## config.mk

```make
export PLATFORM = sky130hd
export DESIGN_NAME = gpio_irq_port
export DESIGN_NICKNAME = d
export VERILOG_FILES = /design/src/rtl/gpio_irq_pkg.sv /design/src/rtl/gpio_sync.sv /design/src/rtl/gpio_pin_detect.sv /design/src/rtl/gpio_irq_port.sv
export SDC_FILE = /design/constraint.sdc
export NUM_CORES = 1
export LEC_CHECK = 0
export BUFFER_PORTS_ARGS = -buffer_cell sky130_fd_sc_hd__buf_2
export CAP_MARGIN = 15
export CORE_MARGIN = 2
export CORE_UTILIZATION = 55
export CTS_CLUSTER_SIZE = 16
export DETAILED_ROUTE_END_ITERATION = 10
export PLACE_DENSITY_LB_ADDON = 0.05
export SLEW_MARGIN = 25
export SYNTH_ARGS = -nofsm -noshare
export SYNTH_HDL_FRONTEND = slang
export SYNTH_HIERARCHICAL = 1
export SYNTH_SLANG_ARGS = --single-unit
```

## constraint.sdc

```tcl
create_clock -name clk -period 20.3 [get_ports clk]
set_clock_uncertainty 0.15 [all_clocks]
set_input_delay 3.045 -clock clk [delete_from_list [all_inputs] [get_ports clk]]
set_output_delay 3.045 -clock clk [all_outputs]
set_load 0.02 [all_outputs]
```

## src/rtl/gpio_irq_pkg.sv

```systemverilog
package gpio_irq_pkg;

  localparam int unsigned ADDR_W = 8;

  typedef enum logic [1:0] {
    TRIG_LOW  = 2'd0,
    TRIG_HIGH = 2'd1,
    TRIG_RISE = 2'd2,
    TRIG_FALL = 2'd3
  } trig_e;

  localparam logic [ADDR_W-1:0] OFS_DOUT    = 8'h00;
  localparam logic [ADDR_W-1:0] OFS_DIR     = 8'h04;
  localparam logic [ADDR_W-1:0] OFS_PADS    = 8'h08;
  localparam logic [ADDR_W-1:0] OFS_TRIG_LO = 8'h0C;
  localparam logic [ADDR_W-1:0] OFS_TRIG_HI = 8'h10;
  localparam logic [ADDR_W-1:0] OFS_MASK    = 8'h14;
  localparam logic [ADDR_W-1:0] OFS_FLAG    = 8'h18;
  localparam logic [ADDR_W-1:0] OFS_ANYEDGE = 8'h1C;
  localparam logic [ADDR_W-1:0] OFS_SET     = 8'h84;
  localparam logic [ADDR_W-1:0] OFS_CLR     = 8'h88;
  localparam logic [ADDR_W-1:0] OFS_TGL     = 8'h8C;

endpackage

```

## src/rtl/gpio_sync.sv

```systemverilog
module gpio_sync #(
  parameter int unsigned W = 32
) (
  input  logic         clk,
  input  logic         rst_n,
  input  logic [W-1:0] d,
  output logic [W-1:0] q
);

  logic [W-1:0] meta_q;
  logic [W-1:0] stab_q;

  always_ff @(posedge clk or negedge rst_n) begin
    if (!rst_n) begin
      meta_q <= '0;
      stab_q <= '0;
    end else begin
      meta_q <= d;
      stab_q <= meta_q;
    end
  end

  assign q = stab_q;

endmodule

```

## src/rtl/gpio_pin_detect.sv

```systemverilog
module gpio_pin_detect
  import gpio_irq_pkg::*;
(
  input  logic       clk,
  input  logic       rst_n,
  input  logic       smp,
  input  logic [1:0] code,
  input  logic       any_edge,
  input  logic       clr,
  output logic       flag
);

  logic prev_q;
  logic flag_q;
  logic flag_n;
  logic rise;
  logic fall;
  logic hit;

  assign rise = smp & ~prev_q;
  assign fall = ~smp & prev_q;

  always_comb begin
    if (any_edge) begin
      hit = rise | fall;
    end else begin
      unique case (trig_e'(code))
        TRIG_LOW:  hit = ~smp;
        TRIG_HIGH: hit = smp;
        TRIG_RISE: hit = rise;
        TRIG_FALL: hit = fall;
        default:   hit = 1'b0;
      endcase
    end
    flag_n = hit | (flag_q & ~clr);
  end

  always_ff @(posedge clk or negedge rst_n) begin
    if (!rst_n) begin
      prev_q <= 1'b0;
      flag_q <= 1'b0;
    end else begin
      prev_q <= smp;
      flag_q <= flag_n;
    end
  end

  assign flag = flag_q;

  assert_hit_sets_R5: assert property (@(posedge clk) disable iff (!rst_n)
    hit |=> flag_q);

  assert_hit_beats_clear_R8: assert property (@(posedge clk) disable iff (!rst_n)
    (hit && clr) |=> flag_q);

  assert_clear_empties_R7: assert property (@(posedge clk) disable iff (!rst_n)
    (!hit && clr) |=> !flag_q);

  assert_flag_holds_R7: assert property (@(posedge clk) disable iff (!rst_n)
    (!hit && !clr) |=> (flag_q == $past(flag_q)));

  assert_any_edge_R6: assert property (@(posedge clk) disable iff (!rst_n)
    (any_edge && (smp != prev_q)) |=> flag_q);

endmodule

```

## src/rtl/gpio_irq_port.sv

```systemverilog
module gpio_irq_port
  import gpio_irq_pkg::*;
#(
  parameter int unsigned NPIN = 32
) (
  input  logic              clk,
  input  logic              rst_n,
  input  logic [ADDR_W-1:0] bus_addr,
  input  logic [NPIN-1:0]   bus_wdata,
  input  logic              bus_we,
  output logic [NPIN-1:0]   bus_rdata,
  input  logic [NPIN-1:0]   pad_in,
  output logic [NPIN-1:0]   pad_oe,
  output logic [NPIN-1:0]   pad_out,
  output logic              irq
);

  localparam int unsigned HALF = NPIN / 2;

  // reset: asynchronous assertion, synchronous release
  logic rst_m_q;
  logic rst_sn;

  always_ff @(posedge clk or negedge rst_n) begin
    if (!rst_n) begin
      rst_m_q <= 1'b0;
      rst_sn  <= 1'b0;
    end else begin
      rst_m_q <= 1'b1;
      rst_sn  <= rst_m_q;
    end
  end

  // register state
  logic [NPIN-1:0] dout_q,    dout_n;
  logic [NPIN-1:0] dir_q,     dir_n;
  logic [NPIN-1:0] trig_lo_q, trig_lo_n;
  logic [NPIN-1:0] trig_hi_q, trig_hi_n;
  logic [NPIN-1:0] mask_q,    mask_n;
  logic [NPIN-1:0] anyedge_q, anyedge_n;
  logic            irq_q,     irq_n;
  logic [NPIN-1:0] clr_vec;
  logic [NPIN-1:0] flag_vec;
  logic [NPIN-1:0] pad_s;
  logic [NPIN-1:0] port_val;

  gpio_sync #(.W(NPIN)) u_sync (
    .clk   (clk),
    .rst_n (rst_sn),
    .d     (pad_in),
    .q     (pad_s)
  );

  always_comb begin
    dout_n    = dout_q;
    dir_n     = dir_q;
    trig_lo_n = trig_lo_q;
    trig_hi_n = trig_hi_q;
    mask_n    = mask_q;
    anyedge_n = anyedge_q;
    clr_vec   = '0;
    if (bus_we) begin
      case (bus_addr)
        OFS_DOUT:    dout_n    = bus_wdata;
        OFS_SET:     dout_n    = dout_q | bus_wdata;
        OFS_CLR:     dout_n    = dout_q & ~bus_wdata;
        OFS_TGL:     dout_n    = dout_q ^ bus_wdata;
        OFS_DIR:     dir_n     = bus_wdata;
        OFS_TRIG_LO: trig_lo_n = bus_wdata;
        OFS_TRIG_HI: trig_hi_n = bus_wdata;
        OFS_MASK:    mask_n    = bus_wdata;
        OFS_ANYEDGE: anyedge_n = bus_wdata;
        OFS_FLAG:    clr_vec   = bus_wdata;
        default:     ;
      endcase
    end
    irq_n = |(flag_vec & mask_q);
  end

  always_ff @(posedge clk or negedge rst_sn) begin
    if (!rst_sn) begin
      dout_q    <= '0;
      dir_q     <= '0;
      trig_lo_q <= '0;
      trig_hi_q <= '0;
      mask_q    <= '0;
      anyedge_q <= '0;
      irq_q     <= 1'b0;
    end else begin
      dout_q    <= dout_n;
      dir_q     <= dir_n;
      trig_lo_q <= trig_lo_n;
      trig_hi_q <= trig_hi_n;
      mask_q    <= mask_n;
      anyedge_q <= anyedge_n;
      irq_q     <= irq_n;
    end
  end

  // per-pin detectors, trigger code picked from the low or high config word
  for (genvar i = 0; i < NPIN; i++) begin : g_pin
    logic [1:0] code;
    if (i < HALF) begin : g_lo
      assign code = trig_lo_q[2*i +: 2];
    end else begin : g_hi
      assign code = trig_hi_q[2*(i-HALF) +: 2];
    end
    gpio_pin_detect u_det (
      .clk      (clk),
      .rst_n    (rst_sn),
      .smp      (pad_s[i]),
      .code     (code),
      .any_edge (anyedge_q[i]),
      .clr      (clr_vec[i]),
      .flag     (flag_vec[i])
    );
  end

  assign port_val = (dout_q & dir_q) | (pad_s & ~dir_q);

  always_comb begin
    case (bus_addr)
      OFS_DOUT:    bus_rdata = port_val;
      OFS_DIR:     bus_rdata = dir_q;
      OFS_PADS:    bus_rdata = pad_s;
      OFS_TRIG_LO: bus_rdata = trig_lo_q;
      OFS_TRIG_HI: bus_rdata = trig_hi_q;
      OFS_MASK:    bus_rdata = mask_q;
      OFS_FLAG:    bus_rdata = flag_vec;
      OFS_ANYEDGE: bus_rdata = anyedge_q;
      default:     bus_rdata = '0;
    endcase
  end

  assign pad_oe  = dir_q;
  assign pad_out = dout_q;
  assign irq     = irq_q;

  assert_oe_follows_dir_R1: assert property (@(posedge clk) disable iff (!rst_sn)
    (bus_we && bus_addr == OFS_DIR) |=> (pad_oe == $past(bus_wdata)));

  assert_set_alias_R2: assert property (@(posedge clk) disable iff (!rst_sn)
    (bus_we && bus_addr == OFS_SET) |=> ((pad_out & $past(bus_wdata)) == $past(bus_wdata)));

  assert_alias_reads_zero_R2: assert property (@(posedge clk) disable iff (!rst_sn)
    (bus_addr == OFS_SET || bus_addr == OFS_CLR || bus_addr == OFS_TGL) |-> (bus_rdata == '0));

  assert_irq_rises_R9: assert property (@(posedge clk) disable iff (!rst_sn)
    (|(flag_vec & mask_q)) |=> irq);

  assert_irq_quiet_R9: assert property (@(posedge clk) disable iff (!rst_sn)
    !(|(flag_vec & mask_q)) |=> !irq);

endmodule

```

==> impl_metrics.py, run 1 <==
metrics = {
    "critical_path": {
        "rr_worst_depth": 2,
        "end_kind": "output port",
        "worstPathMaxFanout": 79,
        "cp.required_ps": 17110,
        "max_stage_delay_ps": 820,
        "reg2reg_from": "rst_sn$_DFF_PN0_",
        "critPathLaunchType": "input pin",
        "cpMostUsedCell": "buf_4",
        "reg2reg_to": "pad_out[17]$_DFFE_PN0P_",
        "rrSetupSlack_ps": 18060,
        "cp.arrival_ps": 5460,
        "crit_chain": "buf_4, buf_4, nor2b_1, a311o_1, a221oi_1, buf_2",
        "crit_slowest_cell": "buf_4",
        "critPathKind": "input pin to output port",
    },
    "die": {
        "die_w_microns": 185,
        "core_sq_um": 32400,
        "die_area_sq_um": 34100,
        "die_y_microns": 185,
        "start_util": 0.554,
        "num_rows": 66,
        "io_pins": 172,
    },
    "timing": {
        "rsz0062_at_grt": "no",
        "fin_crit_ps": 8660,
        "whs_ps": 168,
        "tightest_slew_ps": 1040,
        "setup_violations": 0,
        "period_share": 0.426,
        "fin_setup_tns_ps": 0,
        "drv_slew": 0,
        "hold_viol_final": 0,
        "timing.fmax_ghz": 0.116,
        "fin_ws_ps": 11640,
        "slew_headroom": 0.303,
    },
    "grt": {
        "grt-ovfl-total": 0,
        "grt_max_degree": 150,
        "antenna_found_initial": 0,
        "grtUsageTotal": 0.300,
        "grt_pass1_vias": 13200,
        "grt_pass1_wl_microns": 77300,
    },
    "synthesis": {
        "synthDistinctLibCells": 56,
        "synth-simple-area-share": 0.105,
        "synth_fa_ha_area_frac": 0.0892,
        "synth-async-reset-ratio": 1.00,
        "synth_area_sq_um": 17900,
        "synthesis.nets": 1914,
        "netlist_instances": 1711,
        "synth_seq_cells": 323,
        "yosys_warnings": 6,
        "synth_top_area_share": 0.450,
        "synth.most_common_cell": "dfrtp_1",
        "synth_xor_xnor_area_share": 0.0156,
        "syn_area_per_cell_sq_um": 10.5,
        "synth_common_cells": "323 x dfrtp_1, 197 x inv_1, 190 x nand2_1",
        "ys_seq_area_frac": 0.450,
        "muxShareOfSynthArea": 0.142,
        "synth_edf_count": 0,
        "synth.area.top_cells": "dfrtp_1 45%, ha_1 8.9%, inv_1 4.1%, o21ai_0 4.0%, mux4_2 4.0%",
        "synth_compound_area_frac": 0.128,
        "yosys.area.top_type": "dfrtp_1",
        "synth_top_family_by_area": "multiplexers",
        "ys.flop_type": "dfrtp_1",
    },
    "clocking": {
        "cts_hold_buf": 0,
        "cts_buffer_depth": 3,
        "clock_latency_ps": 530,
        "ctsHtreeMaxLevel": 2,
        "cts_tree": "done",
        "clk_pin_slew_worst_paths_ps": 60,
        "cts_made_buffers": 38,
        "cts-root-buf": "clkbuf_16",
        "cts-resized-gates": 0,
        "postCtsSetupRepairBufs": 0,
        "clock_sinks": 323,
    },
    "detailed_routing": {
        "postRouteAntennaNets": 0,
        "wl_per_cell_microns": 21.7,
        "drt_wl_total_microns": 50400,
        "drc_errors": 0,
        "drt_iter0_markers": 1041,
        "drt-pass1-iter-count": 6,
        "viasPerCell": 5.85,
        "vias": 13600,
    },
    "cells_and_area": {
        "nNetsFinal": 2052,
        "antennaDiodeCount": 0,
        "area_growth_pct": 13.3,
        "layout-drive-gt1-share": 0.192,
    },
    "pwr": {
        "ir_worst_vdd_uv": 61.2,
        "power_per_cell_area_nw_per_um2": 79.5,
        "leakagePower_nw": 9.88,
    },
    "placement": {
        "gp_congestion": 0.846,
        "io_buffers": 171,
        "place_hpwl_microns": 33300,
        "dp_slack_ps": 11630,
    },
    "min_path": {
        "hold_class": "flop to async pin",
    },
    "job": {
        "drv_cap": 0,
    },
    "outcome": {
        "outcome": "finished clean",
    },
}
## cells in the final DEF (no fill, tap or decap), types with 41 or more instances in the layout
| cell | count |
|---|---|
| inv_1 | 197 |
| nand2_1 | 190 |
| mux2i_1 | 64 |
| ha_1 | 128 |
| dfrtp_1 | 322 |
| buf_2 | 169 |
| a21oi_1 | 66 |
| o21ai_0 | 145 |
| nand2b_1 | 41 |
| o221ai_1 | 48 |
## metal layers
| metal | part of all wire | wire length, microns | vias to the layer above | global-route usage |
|---|---|---|---|---|
| li1 | - | - | 6180 | - |
| met1 | 0.44 | 22300 | 6835 | 0.420 |
| met2 | 0.46 | 23400 | 451 | 0.480 |
| met3 | 0.061 | 3070 | 98 | 0.0439 |
| met4 | 0.032 | 1620 | 0 | 0.105 |
| met5 | 0 | 0 | - | 0 |
## registers in the layout, indices dropped and copies added (netlist names)
| signal | cells |
|---|---|
| rst_sn | 1 |
| anyedge_q | 32 |
| trig_lo_q | 32 |
| u_sync/meta_q | 32 |
| g_pin.u_det/prev_q | 32 |
| mask_q | 32 |
| pad_oe | 32 |
| g_pin.u_det/flag | 32 |
| u_sync/q | 32 |
| pad_out | 32 |
| rst_m_q | 1 |
| trig_hi_q | 32 |
| irq | 1 |
## worst max-delay path: cells and delay by family
family / cells / cell delay (ps)
buffers and inverters: 3 / 1510
AOI/OAI and AO/OA: 2 / 680
and+or+nand+nor: 1 / 140
## how the worst max path moves through the flow
stage,startpoint,end,slack (ps),cells after the start
detailed placement,bus_addr[3],bus_rdata[6],11630,6
global placement,bus_addr[3],bus_rdata[27],11650,6
finish,bus_addr[3],bus_rdata[6],11640,6
floorplan,rst_sn$_DFF_PN0_,anyedge_q[0]$_DFFE_PN0P_,10480,0
CTS,bus_addr[3],bus_rdata[6],11650,6
global route,bus_addr[2],bus_rdata[27],11530,8
## stage by stage
step | area, sq um | power (W) | util | std cells
2_1_floorplan | 17900 | 0.000854 | - | 1711
3_3_place_gp | 19000 | 0.000921 | 0.588 | 2251
3_5_place_dp | 19000 | 0.000928 | 0.588 | 2251
4_1_cts | 20300 | 0.00163 | 0.628 | 2318
5_1_grt | 20300 | 0.00168 | 0.628 | 2318
6_report | 20300 | 0.00162 | 0.628 | 2318
## where the power goes
part / internal, W / switching (W)
sequential: 0.000679 / 0.0000444
combinational: 0.0000801 / 0.000114
clock: 0.000424 / 0.000276
## kinds of logic after synthesis
logic type | after synthesis
compound gates | 359
xor+xnor | 32
fa+ha+maj | 128
buf+inv | 293
flops | 323
mux | 192
other cells | 1
simple gates | 383
## cell type report
type / instances / area, sq um
fill: 2694 / 12000
multi-input combinational: 1095 / 8620
sequential: 323 / 8090
clock buffer: 54 / 1120
inverter: 198 / 743
tap: 442 / 553
clock inverter: 13 / 168
timing repair buffer: 193 / 1050
No activity file was read; power rests on OpenSTA's default activity.
==> run 2, diff against run 1 <==
--- a/config.mk
+++ b/config.mk
@@ -5,6 +5,7 @@
 export SDC_FILE = /design/constraint.sdc
 export NUM_CORES = 1
 export LEC_CHECK = 0
+export ABC_AREA = 1
 export BUFFER_PORTS_ARGS = -buffer_cell sky130_fd_sc_hd__buf_2
 export CAP_MARGIN = 15
 export CORE_MARGIN = 2
==> constraint.sdc (replaced) <==
create_clock -name clk -period 8.9 [get_ports clk]
set_clock_uncertainty 0.15 [all_clocks]
set_input_delay 1.335 -clock clk [delete_from_list [all_inputs] [get_ports clk]]
set_output_delay 1.335 -clock clk [all_outputs]
set_load 0.02 [all_outputs]
==> impl_metrics.py, run 2 <==
metrics = {
    "die": {
        "num_rows": 67,
        "core_sq_um": 33600,
        "io_pins": 172,
        "die_area_sq_um": 35800,
        "start_util": 0.561,
        "die_y_microns": 189,
        "die_w_microns": 189,
    },
    "clocking": {
        "cts_tree": "done",
        "clk_pin_slew_worst_paths_ps": 60,
        "postCtsSetupRepairBufs": 0,
        "cts-root-buf": "clkbuf_16",
        "clock_latency_ps": 550,
        "ctsHtreeMaxLevel": 2,
        "clock_sinks": 323,
        "cts-resized-gates": 0,
        "cts_hold_buf": 0,
        "cts_buffer_depth": 3,
        "cts_made_buffers": 39,
    },
    "outcome": {
        "outcome": "finished clean",
    },
    "grt": {
        "grt_max_degree": 146,
        "grt_pass1_wl_microns": 92100,
        "grtUsageTotal": 0.335,
        "grt-ovfl-total": 0,
        "grt_pass1_vias": 16500,
        "antenna_found_initial": 0,
    },
    "detailed_routing": {
        "viasPerCell": 5.35,
        "drt_iter0_markers": 1527,
        "wl_per_cell_microns": 18.0,
        "drc_errors": 0,
        "drt-pass1-iter-count": 6,
        "vias": 17600,
        "drt_wl_total_microns": 59000,
        "postRouteAntennaNets": 0,
    },
    "cells_and_area": {
        "area_growth_pct": 13.3,
        "fillers": 2981,
        "fin_util": 0.636,
        "layout_commonest_cell": "nand2_1",
        "nNetsFinal": 3015,
        "layout-drive-gt1-share": 0.0967,
        "layoutNonFillerInstCount": 3281,
        "antennaDiodeCount": 0,
        "final_cell_mix": "1,036 x nand2_1, 461 x inv_1, 322 x dfrtp_1, 171 x buf_2, 148 x nand3_1",
    },
    "synthesis": {
        "synth.most_common_cell": "nand2_1",
        "synth_seq_cells": 323,
        "ys.flop_type": "dfrtp_1",
        "synth-async-reset-ratio": 1.00,
        "netlist_instances": 2677,
        "yosys_warnings": 6,
        "ys_seq_area_frac": 0.428,
        "synthesis.nets": 2880,
        "synthDistinctLibCells": 23,
        "synth_top_area_share": 0.428,
        "synth_edf_count": 0,
        "syn_area_per_cell_sq_um": 7.05,
        "yosys.area.top_type": "dfrtp_1",
        "synth.area.top_cells": "dfrtp_1 43%, nand2_1 21%, inv_1 9.2%, ha_1 8.5%, nand3_1 3.9%",
        "synth_area_sq_um": 18900,
        "synth_common_cells": "1,037 x nand2_1, 462 x inv_1, 323 x dfrtp_1",
    },
    "critical_path": {
        "critPathLaunchType": "input pin",
        "cp.arrival_ps": 4090,
        "end_kind": "output port",
        "worstPathMaxFanout": 67,
        "critPathKind": "input pin to output port",
        "cp.required_ps": 7410,
    },
    "placement": {
        "dp_slack_ps": 3440,
        "place_hpwl_microns": 41100,
        "dp.cells": 3216,
        "gp_congestion": 0.936,
        "io_buffers": 171,
    },
    "pwr": {
        "power_per_cell_area_nw_per_um2": 170,
        "ir_worst_vdd_uv": 136,
        "leakagePower_nw": 12.0,
    },
    "timing": {
        "tightest_slew_ps": 1020,
        "period_share": 0.626,
        "fin_setup_tns_ps": 0,
        "timing.fmax_ghz": 0.179,
        "fin_ws_ps": 3330,
        "slew_headroom": 0.316,
        "drv_slew": 0,
        "fin_crit_ps": 5570,
        "rsz0062_at_grt": "no",
        "setup_violations": 0,
        "hold_viol_final": 0,
    },
    "job": {
        "drv_cap": 0,
    },
    "min_path": {
        "hold_class": "flop to async pin",
    },
}
==> run 2: cell types whose count changed in the layout (fill, tap and decap cells not counted), sizes merged, moves of 33 or more <==
cell / change
mux2i: -64
inv: +271
nand3: +132
nor2: +106
o221ai: -48
mux2: -96
nand2: +854
and2: -33
o21ai: +79
nand2b: -41
a21oi: -66
==> run 2: final timing paths <==
check / startpoint / to / slack [ps] / cells past startpoint
max in group asynchronous: rst_sn$_DFF_PN0_ / trig_lo_q[12]$_DFFE_PN0P_ / 6230 / 2
setup / recovery: bus_addr[0] / bus_rdata[20] / 3330 / 11
setup reg to reg: rst_sn$_DFF_PN0_ / trig_lo_q[12]$_DFFE_PN0P_ / 6230 / 2
hold reg to reg: rst_sn$_DFF_PN0_ / pad_out[28]$_DFFE_PN0P_ / 170 / 0
min in group clk: u_sync/meta_q[8]$_DFF_PN0_ / u_sync/q[8]$_DFF_PN0_ / 200 / 0
hold / removal: rst_sn$_DFF_PN0_ / pad_out[28]$_DFFE_PN0P_ / 170 / 0
==> run 2: worst max-delay path, stage by stage <==
cell and delay (ps):
buf_2 110, inv_1 40, nand2_1 160, nor2_4 110
buf_4 740, nand2_1 650, buf_4 420, o21ai_0 200
nor2_1 70, nand2_1 60, buf_2 160
==> run 2: cells by family (layout without fill, tap and decap cells) <==
kind of cell | after synthesis | count (layout) | synth area share
AND/OR/NAND/NOR | 1395 | 1395 | 0.298
buffers and inverters | 574 | 730 | 0.119
AO/OA/AOI/OAI | 256 | 256 | 0.0700
flip-flops | 323 | 323 | 0.428
adder cells (fa/ha/maj) | 128 | 128 | 0.0849
other | 1 | 1 | 0.000199
==> run 2: per-layer routing <==
metal / track usage / routed length (microns)
met1: 0.483 / 25400
met2: 0.481 / 24900
met3: 0.104 / 7140
met4: 0.107 / 1600
met5: 0 / 0
==> run 2: through the flow <==
stage	total power [W]	instance area, sq um	hold WS (ps)
floorplan	0.00190	18900	181
global placement	0.00205	20000	182
detailed placement	0.00207	20000	186
CTS	0.00364	21300	198
global route	0.00377	21400	201
finish	0.00363	21400	172
==> run 2: power by group <==
part	total [W]	internal, W	switching [W]
Clock	0.00158	0.000951	0.000626
Sequential	0.00167	0.00155	0.000119
Combinational	0.000388	0.000128	0.000259
==> run 2: cell type report <==
class	instances	area [sq um]	share of cell area
sequential	323	8090	0.378
timing repair buffer	190	1110	0.0520
tap	448	561	0.0262
inverter	478	1800	0.0841
clock inverter	6	91.3	0.00427
multi-input combinational	1780	8570	0.401
clock buffer	56	1150	0.0539
==> run 3, diff against run 2 <==
==> constraint.sdc (replaced) <==
create_clock -name clk -period 5.5 [get_ports clk]
set_clock_uncertainty 0.15 [all_clocks]
set_input_delay 0.825 -clock clk [delete_from_list [all_inputs] [get_ports clk]]
set_output_delay 0.825 -clock clk [all_outputs]
set_load 0.02 [all_outputs]
==> impl_metrics.py, run 3 (synthesis gave the netlist of run 2 again) <==
metrics = {
    "timing": {
        "rsz0062_at_grt": "no",
        "setup_violations": 0,
        "whs_ps": 156,
        "hold_viol_final": 0,
        "drv_slew": 0,
        "tightest_slew_ps": 996,
        "timing.fmax_ghz": 0.258,
        "fin_setup_tns_ps": 0,
        "slew_headroom": 0.334,
        "fin_crit_ps": 3870,
        "period_share": 0.704,
    },
    "clocking": {
        "cts-resized-gates": 0,
        "cts_made_buffers": 38,
        "clock_sinks": 323,
        "cts-root-buf": "clkbuf_16",
        "postCtsSetupRepairBufs": 0,
        "cts_buffer_depth": 3,
        "ctsHtreeMaxLevel": 2,
        "clock_latency_ps": 540,
        "clk_pin_slew_worst_paths_ps": 60,
        "cts_tree": "done",
    },
    "cells_and_area": {
        "antennaDiodeCount": 0,
        "fillers": 3036,
        "layout-drive-gt1-share": 0.0996,
        "layout_commonest_cell": "nand2_1",
        "layoutNonFillerInstCount": 3288,
        "nNetsFinal": 3018,
        "final_cell_mix": "1,036 x nand2_1, 461 x inv_1, 322 x dfrtp_1, 171 x buf_2, 148 x nand3_1",
        "area_growth_pct": 13.3,
        "design_area_sq_um": 21400,
    },
    "critical_path": {
        "worstPathMaxFanout": 23,
        "crit_slowest_cell": "nor2_4",
        "critPathLaunchType": "input pin",
        "cp_top_family": "simple AND/OR/NAND/NOR gates",
        "rrSetupSlack_ps": 3880,
        "reg2reg_to": "u_sync/q[5]$_DFF_PN0_",
        "rr_worst_depth": 1,
        "critPathKind": "input pin to output port",
        "max_stage_delay_ps": 760,
        "reg2reg_from": "rst_sn$_DFF_PN0_",
        "cpMostUsedCell": "nand2_1",
        "cp.required_ps": 4530,
        "end_kind": "output port",
        "crit_chain": "buf_2, nor2_2, nand3_1, nor2_4, buf_4, nand2_1, nand2_1, nor2_1, nand2_1, buf_2",
        "cp.arrival_ps": 2900,
        "path_buf_inv": 3,
    },
    "placement": {
        "place_hpwl_microns": 40600,
        "io_buffers": 171,
        "dp.cells": 3221,
        "gp_congestion": 0.932,
        "place_area_sq_um": 20100,
    },
    "pwr": {
        "ir_worst_vdd_uv": 229,
        "leakagePower_nw": 12.0,
        "power_per_cell_area_nw_per_um2": 276,
        "finalPower_w": 0.00591,
    },
    "detailed_routing": {
        "viasPerCell": 5.35,
        "drt_iter0_markers": 1828,
        "drt-pass1-iter-count": 6,
        "vias": 17600,
        "drc_errors": 0,
        "postRouteAntennaNets": 0,
        "drt_wl_total_microns": 58400,
        "wl_per_cell_microns": 17.8,
    },
    "die": {
        "core_sq_um": 33600,
        "start_util": 0.561,
        "die_y_microns": 189,
        "die_area_sq_um": 35800,
        "num_rows": 67,
        "io_pins": 172,
        "die_w_microns": 189,
    },
    "grt": {
        "grtUsageTotal": 0.330,
        "grt_max_degree": 143,
        "grt-ovfl-total": 0,
        "antenna_found_initial": 1,
        "grt_pass1_vias": 16400,
        "grt_pass1_wl_microns": 91100,
    },
    "min_path": {
        "hold_class": "flop to async pin",
    },
    "job": {
        "drv_cap": 0,
    },
    "outcome": {
        "outcome": "finished clean",
    },
}
## run 3: cell count changes in the layout (fill, tap and decap cells not counted), sizes merged
cell         delta
clkinv          +8
clkbuf          -5
buf             +3
bufinv          +1
clkinvlp        -1
dlygate4sd3     +1
## run 3: cell type report
cell class	instances	area (sq um)	share of cell area
clock buffer	51	1110	0.0521
clock inverter	14	158	0.00738
inverter	478	1800	0.0841
multi-input combinational	1780	8560	0.401
sequential	323	8090	0.378
tap	448	561	0.0262
timing repair buffer	194	1100	0.0513
## run 3: per-layer routing
metal	wire, microns	part of all wire	GRT usage
met4	1590	0.027	0.101
met3	6470	0.11	0.0760
met5	10	0.00017	0
met2	24300	0.42	0.472
met1	26000	0.45	0.496
## run 3: repair_timing
item,in CTS,in global routing
setup endpoints to repair,0,0
hold buffers,1,0
hold endpoints to repair,2,0
## run 3: metrics by stage
stage,setup WS (ps),util
6_report,1630,0.636
5_1_grt,1470,0.636
4_1_cts,1660,0.635
3_5_place_dp,1670,0.597
3_3_place_gp,1660,0.595
2_1_floorplan,67.3,-
## run 3: worst max-delay path by stage
| stage | to | cells after the start | start |
|---|---|---|---|
| after floorplan | anyedge_q[0]$_DFFE_PN0P_ | 0 | rst_sn$_DFF_PN0_ |
| after global placement | bus_rdata[18] | 12 | bus_addr[0] |
| after detailed placement | bus_rdata[18] | 12 | bus_addr[0] |
| after CTS | bus_rdata[18] | 12 | bus_addr[0] |
| after global routing | bus_rdata[8] | 12 | bus_addr[0] |
| final | bus_rdata[0] | 10 | bus_addr[1] |
## run 3: power by group
group / switching (W) / internal (W)
clock network: 0.00103 / 0.00156
registers: 0.000181 / 0.00251
logic: 0.000423 / 0.000209
